[src/rtl/cmpflag_pkg.sv]
package cmpflag_pkg;

    typedef enum logic [3:0] {
        CF_EQ    = 4'd0,
        CF_HS    = 4'd1,
        CF_GE    = 4'd2,
        CF_HI    = 4'd3,
        CF_GT    = 4'd4,
        CF_STR   = 4'd5,
        CF_TST   = 4'd6,
        CF_PL    = 4'd7,
        CF_PZ    = 4'd8,
        CF_DT    = 4'd9,
        CF_DIVS  = 4'd10,
        CF_DIVU  = 4'd11,
        CF_SETT  = 4'd12,
        CF_CLRT  = 4'd13
    } cf_op_e;

    typedef struct packed {
        logic t_val;
        logic m_val;
        logic q_val;
        logic t_we;
        logic mq_we;
    } cf_upd_s;

endpackage

[src/rtl/cf_lane_match.sv]
module cf_lane_match #(
    parameter int W      = 32,
    parameter int LANE_W = 8
) (
    input  logic [W-1:0] x,
    input  logic [W-1:0] y,
    output logic         any_eq
);
    localparam int LANES = W / LANE_W;

    logic [LANES-1:0] lane_hit;

    for (genvar g = 0; g < LANES; g++) begin : g_lane
        assign lane_hit[g] = (x[g*LANE_W +: LANE_W] == y[g*LANE_W +: LANE_W]);
    end

    assign any_eq = |lane_hit;
endmodule

[src/rtl/cf_eval.sv]
module cf_eval
    import cmpflag_pkg::*;
#(
    parameter int W = 32
) (
    input  cf_op_e       op,
    input  logic [W-1:0] a,
    input  logic [W-1:0] b,
    output logic [W-1:0] dec,
    output cf_upd_s      upd
);
    logic any_eq;

    cf_lane_match #(.W(W), .LANE_W(8)) u_lane (
        .x      (a),
        .y      (b),
        .any_eq (any_eq)
    );

    assign dec = a - {{(W-1){1'b0}}, 1'b1};

    always_comb begin
        upd = '0;
        unique case (op)
            CF_EQ:   begin upd.t_we = 1'b1; upd.t_val = (b == a); end
            CF_HS:   begin upd.t_we = 1'b1; upd.t_val = (b >= a); end
            CF_GE:   begin upd.t_we = 1'b1; upd.t_val = ($signed(b) >= $signed(a)); end
            CF_HI:   begin upd.t_we = 1'b1; upd.t_val = (b > a); end
            CF_GT:   begin upd.t_we = 1'b1; upd.t_val = ($signed(b) > $signed(a)); end
            CF_STR:  begin upd.t_we = 1'b1; upd.t_val = any_eq; end
            CF_TST:  begin upd.t_we = 1'b1; upd.t_val = ((a & b) == '0); end
            CF_PL:   begin upd.t_we = 1'b1; upd.t_val = ($signed(a) > 0); end
            CF_PZ:   begin upd.t_we = 1'b1; upd.t_val = ~a[W-1]; end
            CF_DT:   begin upd.t_we = 1'b1; upd.t_val = (dec == '0); end
            CF_DIVS: begin
                upd.t_we  = 1'b1;
                upd.mq_we = 1'b1;
                upd.q_val = b[W-1];
                upd.m_val = a[W-1];
                upd.t_val = b[W-1] ^ a[W-1];
            end
            CF_DIVU: begin upd.t_we = 1'b1; upd.mq_we = 1'b1; end
            CF_SETT: begin upd.t_we = 1'b1; upd.t_val = 1'b1; end
            CF_CLRT: begin upd.t_we = 1'b1; upd.t_val = 1'b0; end
            default: upd = '0;
        endcase
    end
endmodule

[src/rtl/cf_flag_reg.sv]
module cf_flag_reg
    import cmpflag_pkg::*;
(
    input  logic    clk,
    input  logic    rst_n,
    input  logic    strobe,
    input  cf_upd_s upd,
    output logic    t_q,
    output logic    m_q,
    output logic    q_q
);
    always_ff @(posedge clk or negedge rst_n) begin
        if (!rst_n) begin
            t_q <= 1'b0;
            m_q <= 1'b0;
            q_q <= 1'b0;
        end else if (strobe) begin
            if (upd.t_we) t_q <= upd.t_val;
            if (upd.mq_we) begin
                m_q <= upd.m_val;
                q_q <= upd.q_val;
            end
        end
    end


    idle_hold_chk: assert property (@(posedge clk) disable iff (!rst_n)
        !strobe |=> ($stable(t_q) && $stable(m_q) && $stable(q_q)));


    mq_hold_chk: assert property (@(posedge clk) disable iff (!rst_n)
        !(strobe && upd.mq_we) |=> ($stable(m_q) && $stable(q_q)));
endmodule

[src/rtl/cmp_test_flag_unit.sv]
module cmp_test_flag_unit
    import cmpflag_pkg::*;
#(
    parameter int W     = 32,
    parameter int IMM_W = 8
) (
    input  logic             clk,
    input  logic             rst_n,
    input  logic             strobe,
    input  logic [3:0]       op,
    input  logic             use_imm,
    input  logic [W-1:0]     opnd_a,
    input  logic [W-1:0]     opnd_b,
    input  logic [IMM_W-1:0] imm,
    output logic [W-1:0]     dec_out,
    output logic             flag_t,
    output logic             flag_m,
    output logic             flag_q
);
    localparam int EXT_W = W - IMM_W;

    cf_op_e       op_e;
    logic [W-1:0] b_sel;
    logic [W-1:0] dec_val;
    cf_upd_s      upd;

    assign op_e  = cf_op_e'(op);
    assign b_sel = use_imm ? {{EXT_W{imm[IMM_W-1]}}, imm} : opnd_b;

    cf_eval #(.W(W)) u_eval (
        .op  (op_e),
        .a   (opnd_a),
        .b   (b_sel),
        .dec (dec_val),
        .upd (upd)
    );

    cf_flag_reg u_flags (
        .clk    (clk),
        .rst_n  (rst_n),
        .strobe (strobe),
        .upd    (upd),
        .t_q    (flag_t),
        .m_q    (flag_m),
        .q_q    (flag_q)
    );

    assign dec_out = (strobe && op_e == CF_DT) ? dec_val : opnd_a;


    dec_pass_chk: assert property (@(posedge clk) disable iff (!rst_n)
        !strobe |-> (dec_out == opnd_a));


    sett_chk: assert property (@(posedge clk) disable iff (!rst_n)
        (strobe && op == 4'd12) |=> (flag_t && $stable(flag_m) && $stable(flag_q)));


    clrt_chk: assert property (@(posedge clk) disable iff (!rst_n)
        (strobe && op == 4'd13) |=> (!flag_t && $stable(flag_m) && $stable(flag_q)));


    divu_clear_chk: assert property (@(posedge clk) disable iff (!rst_n)
        (strobe && op == 4'd11) |=> (!flag_t && !flag_m && !flag_q));


    divs_xor_chk: assert property (@(posedge clk) disable iff (!rst_n)
        (strobe && op == 4'd10) |=> (flag_t == (flag_m ^ flag_q)));


    reserved_hold_chk: assert property (@(posedge clk) disable iff (!rst_n)
        (op[3:1] == 3'b111) |=> ($stable(flag_t) && $stable(flag_m) && $stable(flag_q)));
endmodule

[config.mk]
export PLATFORM = sky130hd
export DESIGN_NAME = cmp_test_flag_unit
export DESIGN_NICKNAME = d
export VERILOG_FILES = /design/src/rtl/cmpflag_pkg.sv /design/src/rtl/cf_lane_match.sv /design/src/rtl/cf_eval.sv /design/src/rtl/cf_flag_reg.sv /design/src/rtl/cmp_test_flag_unit.sv
export SDC_FILE = /design/constraint.sdc
export NUM_CORES = 1
export LEC_CHECK = 0
export BUFFER_PORTS_ARGS = -buffer_cell sky130_fd_sc_hd__buf_2
export CORE_ASPECT_RATIO = 0.9
export CORE_MARGIN = 1.5
export CORE_UTILIZATION = 45
export DETAILED_ROUTE_END_ITERATION = 10
export PLACE_DENSITY = 0.74
export SLEW_MARGIN = 20
export SYNTH_ARGS = -nofsm -noshare
export SYNTH_HDL_FRONTEND = slang
export SYNTH_SLANG_ARGS = --single-unit
[constraint.sdc]
create_clock -name clk -period 3.9 [get_ports clk]
set_input_delay 0.39 -clock clk [delete_from_list [all_inputs] [get_ports clk]]
set_output_delay 0.39 -clock clk [all_outputs]
set_load 0.01 [all_outputs]
---- After elaboration in Yosys (flattened, before gate mapping) ----
Index checks and enable logic that the tools add are counted.
word-level totals
  register bits after elaboration ......... 3
  latch bits .............................. 0
  memory bits (writable) .................. 0
  bits in read-only memories .............. 0
  bits of input ports ..................... 80
  output and inout port bits .............. 35
  memories ................................ 0
cells by class
  add/subtract/negate cells ............... 1
  multiply operators ...................... 0
  divide/modulo/power cells ............... 0
  $lt $le $gt $ge ......................... 5
  equal/unequal tests ..................... 18
  shift-type cells ........................ 0
  multiplexer cells ....................... 6
  bitwise logic cells ..................... 3
  reduce and logical (&&, ||, !) cells .... 9
operators with widths
  kind                   count
  $ge 32x32->1           2
  $gt 32x32->1           2
  $logic_not 32->1       2
  $mux 32                2
  $and 32x32->32         1
  $eq 32x32->1           1
  $eq 8x8->1             4
  $gt 32x1->1 const B    1
  $sub 32x1->32 const B  1
  $eq 4x4->1 const B     6
  $eq 4x3->1 const B     4
  $reduce_or 14->1       1
  $pmux 1 s12            1
  $eq 4x2->1 const B     2
  $eq 4x1->1 const B     1
  $logic_not 4->1        1
  $reduce_and 2->1       2
  $reduce_or 4->1        1
  $mux 1                 2
  $mux 2                 1
  $reduce_or 2->1        1
  $logic_and 1x1->1      1
  $not 1->1              1
  $xor 1x1->1            1

---- Logic depth before layout (Yosys ltp) ----
  depth after elaboration ................. 4
  gate-level depth with buffers ........... 11

---- Cells and area by module ----
Synthesis repeated with hierarchy kept, for this count alone.
unflattened totals
  cell total of the unflattened synthesis .. 442
  area, all modules ....................... 3565.9 sq um
by module, submodules not included
  module              instances  cells each  area an instance (sq um)  seq. area each (sq um)
  cf_eval             1          289         2185.8                    0.0
  cmp_test_flag_unit  1          100         898.4                     0.0
  cf_lane_match       1          45          351.6                     0.0
  cf_flag_reg         1          8           130.1                     75.1

---- Least setup slack after synthesis ----
No wires, ideal clock.
  kind .................................... input to output
  start point ............................. input port opnd_a[9]
  end point ............................... output port dec_out[23]
  data arrival time ....................... 2629 ps
  data required time ...................... 3510 ps
  slack ................................... 881 ps
  cell stages on the path ................. 10
  path through ............................ clkbuf_1 > nor3_2 > nand4_1 > or3_1 > buf_2 > or3_1 > buf_2 > or4_4 > nor4_4 > xnor2_1
between the ends
  cells in the longest elaborated chain, start to end .. 2
ends and longest elaborated chain
  what                RTL line                  text
  start: declaration  cmp_test_flag_unit.sv:12  input logic [W-1:0] opnd_a,
  $sub 32x1->32       cf_eval.sv:20             assign dec = a - {{(W-1){1'b0}}, 1'b1};
  $mux 32             cmp_test_flag_unit.sv:48  assign dec_out = (strobe && op_e == CF_DT) ? dec_val : opnd_a;
  end: declaration    cmp_test_flag_unit.sv:15  output logic [W-1:0] dec_out,
Every way passes these cells.

---- Worst setup path in the final report ----
  start point ............................. input port opnd_a[0]
  end point ............................... output port dec_out[30]
Same word-level chain as after synthesis.

==> impl_metrics.toml <==
[routing]
viasPerCell = 5.52
num_vias = 3446
wl_per_cell_um = 15.2
drt-pass1-iter-count = 4
antenna_left = 0
drt_iter0_drc = 140
drc = 0
postRouteWirelength_um = 9470

[layout]
area_growth_pct = 22.8
antenna_cells = 0
drive_above_1_share_pct = 24.9
mostFrequentLayoutCells = "114 x buf_2, 70 x ha_1, 59 x inv_1, 38 x xnor2_1, 33 x o21ai_0"
layout_commonest_cell = "buf_2"
stdcell_count = 624
nNetsFinal = 685

[die]
core_region_area_um2 = 6520
start_util_pct = 46.3
die_h_um = 80.7
dieArea_um2 = 7210
die_w_um = 89.3
rows = 28
ios = 115

[logic_synthesis]
yosysTopAreaCell = "ha_1"
ys_ff_latch = 3
yosys.cell_types.count = 49
synth.avg_cell_area_um2 = 7.00
syn_nets = 581
synth-seq-area-share_pct = 2.49
synth_edf_count = 0
synthTopCellsByArea = "ha_1 29%, xnor2_1 11%, inv_1 7.3%"
synthCells = 431
async_reset_ff_share_pct = 100
yosysWarningCount = 0
synth_top_area_share_pct = 29.0
syn_area_um2 = 3020
synth_flop_cell = "dfrtp_1"

[critical_path]
cp_slowest_stage_delay_ns = 0.60
critical-path-top-delay-family = "simple AND/OR/NAND/NOR gates"
crit_path_end_kind = "output pin"
path_max_fanout = 7
path_class = "in -> out"
crit_required_ns = 3.51
worst-path-buf-inv = 3
cp.arrival_ns = 3.08
crit_path_top_delay_cell = "or4b_1"
crit_chain = "buf_2, inv_1, ha_1, or4b_1, nor4_1, and3_1, nand2_1, nor4b_1, xnor2_1, buf_2"
cp_common_cell = "buf_2"
start_kind = "input pin"

[timing]
rsz0062_at_grt = "no"
worstMarginPinSlew_ns = 0.589
setup_slack_ns = 0.429
finalCriticalPeriod_ns = 3.47
setup_tns_ns = 0
hold_viol = 0
slew_viol_final = 0
period_share_pct = 89.0
fin_worst_skew_ns = 0
setup_viol_count_final = 0
relSlewSlack_pct = 60.4
max_freq_mhz = 288

[global_route]
busiest_layer = "met2"
overflow = 0
grt_pass1_vias = 3234
grt_pass1_wl_um = 15100
grt_max_degree = 23
antenna_found_initial = 0
gr-usage-met3_pct = 0.925
grt_use_total_pct = 26.6
use_met1_pct = 37.4
use_met2_pct = 45.0

[clocking]
cts_hold_buf = 1
postCtsResizedCells = 0
clock_path_buffers = 2
path_clk_slew_ns = 0.03
cts_tree = "done"
root_buffer = "clkbuf_8"
h-tree-depth = 1
worstSkewPairLatency_ns = 0.22
post_cts_buffers = 0
cts_inserted_buffers = 3
cts_sinks = 3

[placement]
gp_congestion = 0.932
post-place-cells = 619
post-dp-hpwl_um = 8070
place_ws_ns = 0.493
portBuffers = 114

[outcome]
status = "completed"

[worst_hold_path]
hold_class = "reg -> reg"

[pwr]
ir_worst_vdd_mv = 0.0897
power_density_nw_per_um2 = 128
p_leak_nw = 1.84

[run]
cap_violations = 0
==> final timing paths <==
kind | slack [ns] | startpoint | depth (start not counted) | to
min in group asynchronous | 0.52 | rst_n | 2 | u_flags.m_q
worst min-delay path | 0.47 | u_flags.m_q | 2 | u_flags.m_q
max in group asynchronous | 3.27 | rst_n | 2 | u_flags.q_q
worst max-delay path | 0.43 | opnd_a[0] | 10 | dec_out[30]
worst min register to register | 0.47 | u_flags.m_q | 2 | u_flags.m_q
worst max register to register | 2.89 | u_flags.t_q | 3 | u_flags.t_q
==> stage by stage <==
step,power (mW),utilization [%],instance area [µm²],hold WS [ns]
2_1_floorplan,0.243,-,3020,0.0944
4_1_cts,0.473,56.9,3710,0.472
3_3_place_gp,0.372,56.0,3650,0.186
6_report,0.475,56.9,3710,0.474
3_5_place_dp,0.380,56.0,3650,0.188
5_1_grt,0.522,56.9,3710,0.510
==> cells in the mapped netlist (2+ instances only) <==
library cell,instances
ha_1,70
inv_1,59
xnor2_1,38
o21ai_0,33
nand2_1,23
nand3_1,22
nor3_1,21
nor2_1,20
clkbuf_1,17
a21oi_1,15
nor4_1,15
nand4_1,14
mux2_2,7
and3_1,5
or3_1,5
a21boi_0,4
o31ai_1,4
a2111oi_0,3
a31oi_1,3
dfrtp_1,3
nor2b_1,3
nor3b_1,3
nor4b_1,3
o211ai_1,3
o22ai_1,3
or4_1,3
a21o_1,2
a2bb2oi_1,2
and2_1,2
buf_2,2
nand2b_1,2
nor3_2,2
o21a_1,2
o32ai_1,2
or4_4,2
==> worst min-delay path: stages, from the launching register on <==
cell,delay (ns)
dfrtp_1,0.33
nand2_1,0.05
o31ai_1,0.06
==> cell families (layout without fill, tap and decap cells) <==
family | Yosys count | in the layout | share of synthesized area, %
adders and majority gates | 71 | 71 | 29.4
muxes | 8 | 8 | 2.94
and+or+nand+nor | 149 | 149 | 27.4
AOI/OAI and AO/OA | 82 | 82 | 16.7
buffers and inverters | 80 | 183 | 10.1
xor gates and xnor gates | 38 | 38 | 11.0
DFF | 3 | 3 | 2.49
==> state kept, by name (all words and copies together), names as in the netlist <==
name	cells
u_flags.m_q	1
u_flags.q_q	1
u_flags.t_q	1
==> where the power goes <==
part           switching (mW)  internal (mW)
Sequential            0.00238         0.0362
Combinational           0.202          0.145
Clock                  0.0208         0.0698
Total                   0.225          0.251
==> routing by layer <==
layer | wire (µm) | vias to the layer above
met2 | 4290 | 128
met4 | 136 | 0
li1 | - | 1731
met3 | 594 | 8
met5 | 0 | -
met1 | 4450 | 1579
==> cell type report <==
class / instances / area, µm²
Inverter: 60 / 225
Timing Repair Buffer: 119 / 611
Fill cell: 654 / 2810
Multi-Input combinational cell: 348 / 2640
Sequential cell: 3 / 75.1
Tap cell: 90 / 113
Clock buffer: 4 / 45.0
Power figures use the tool's default switching activity.
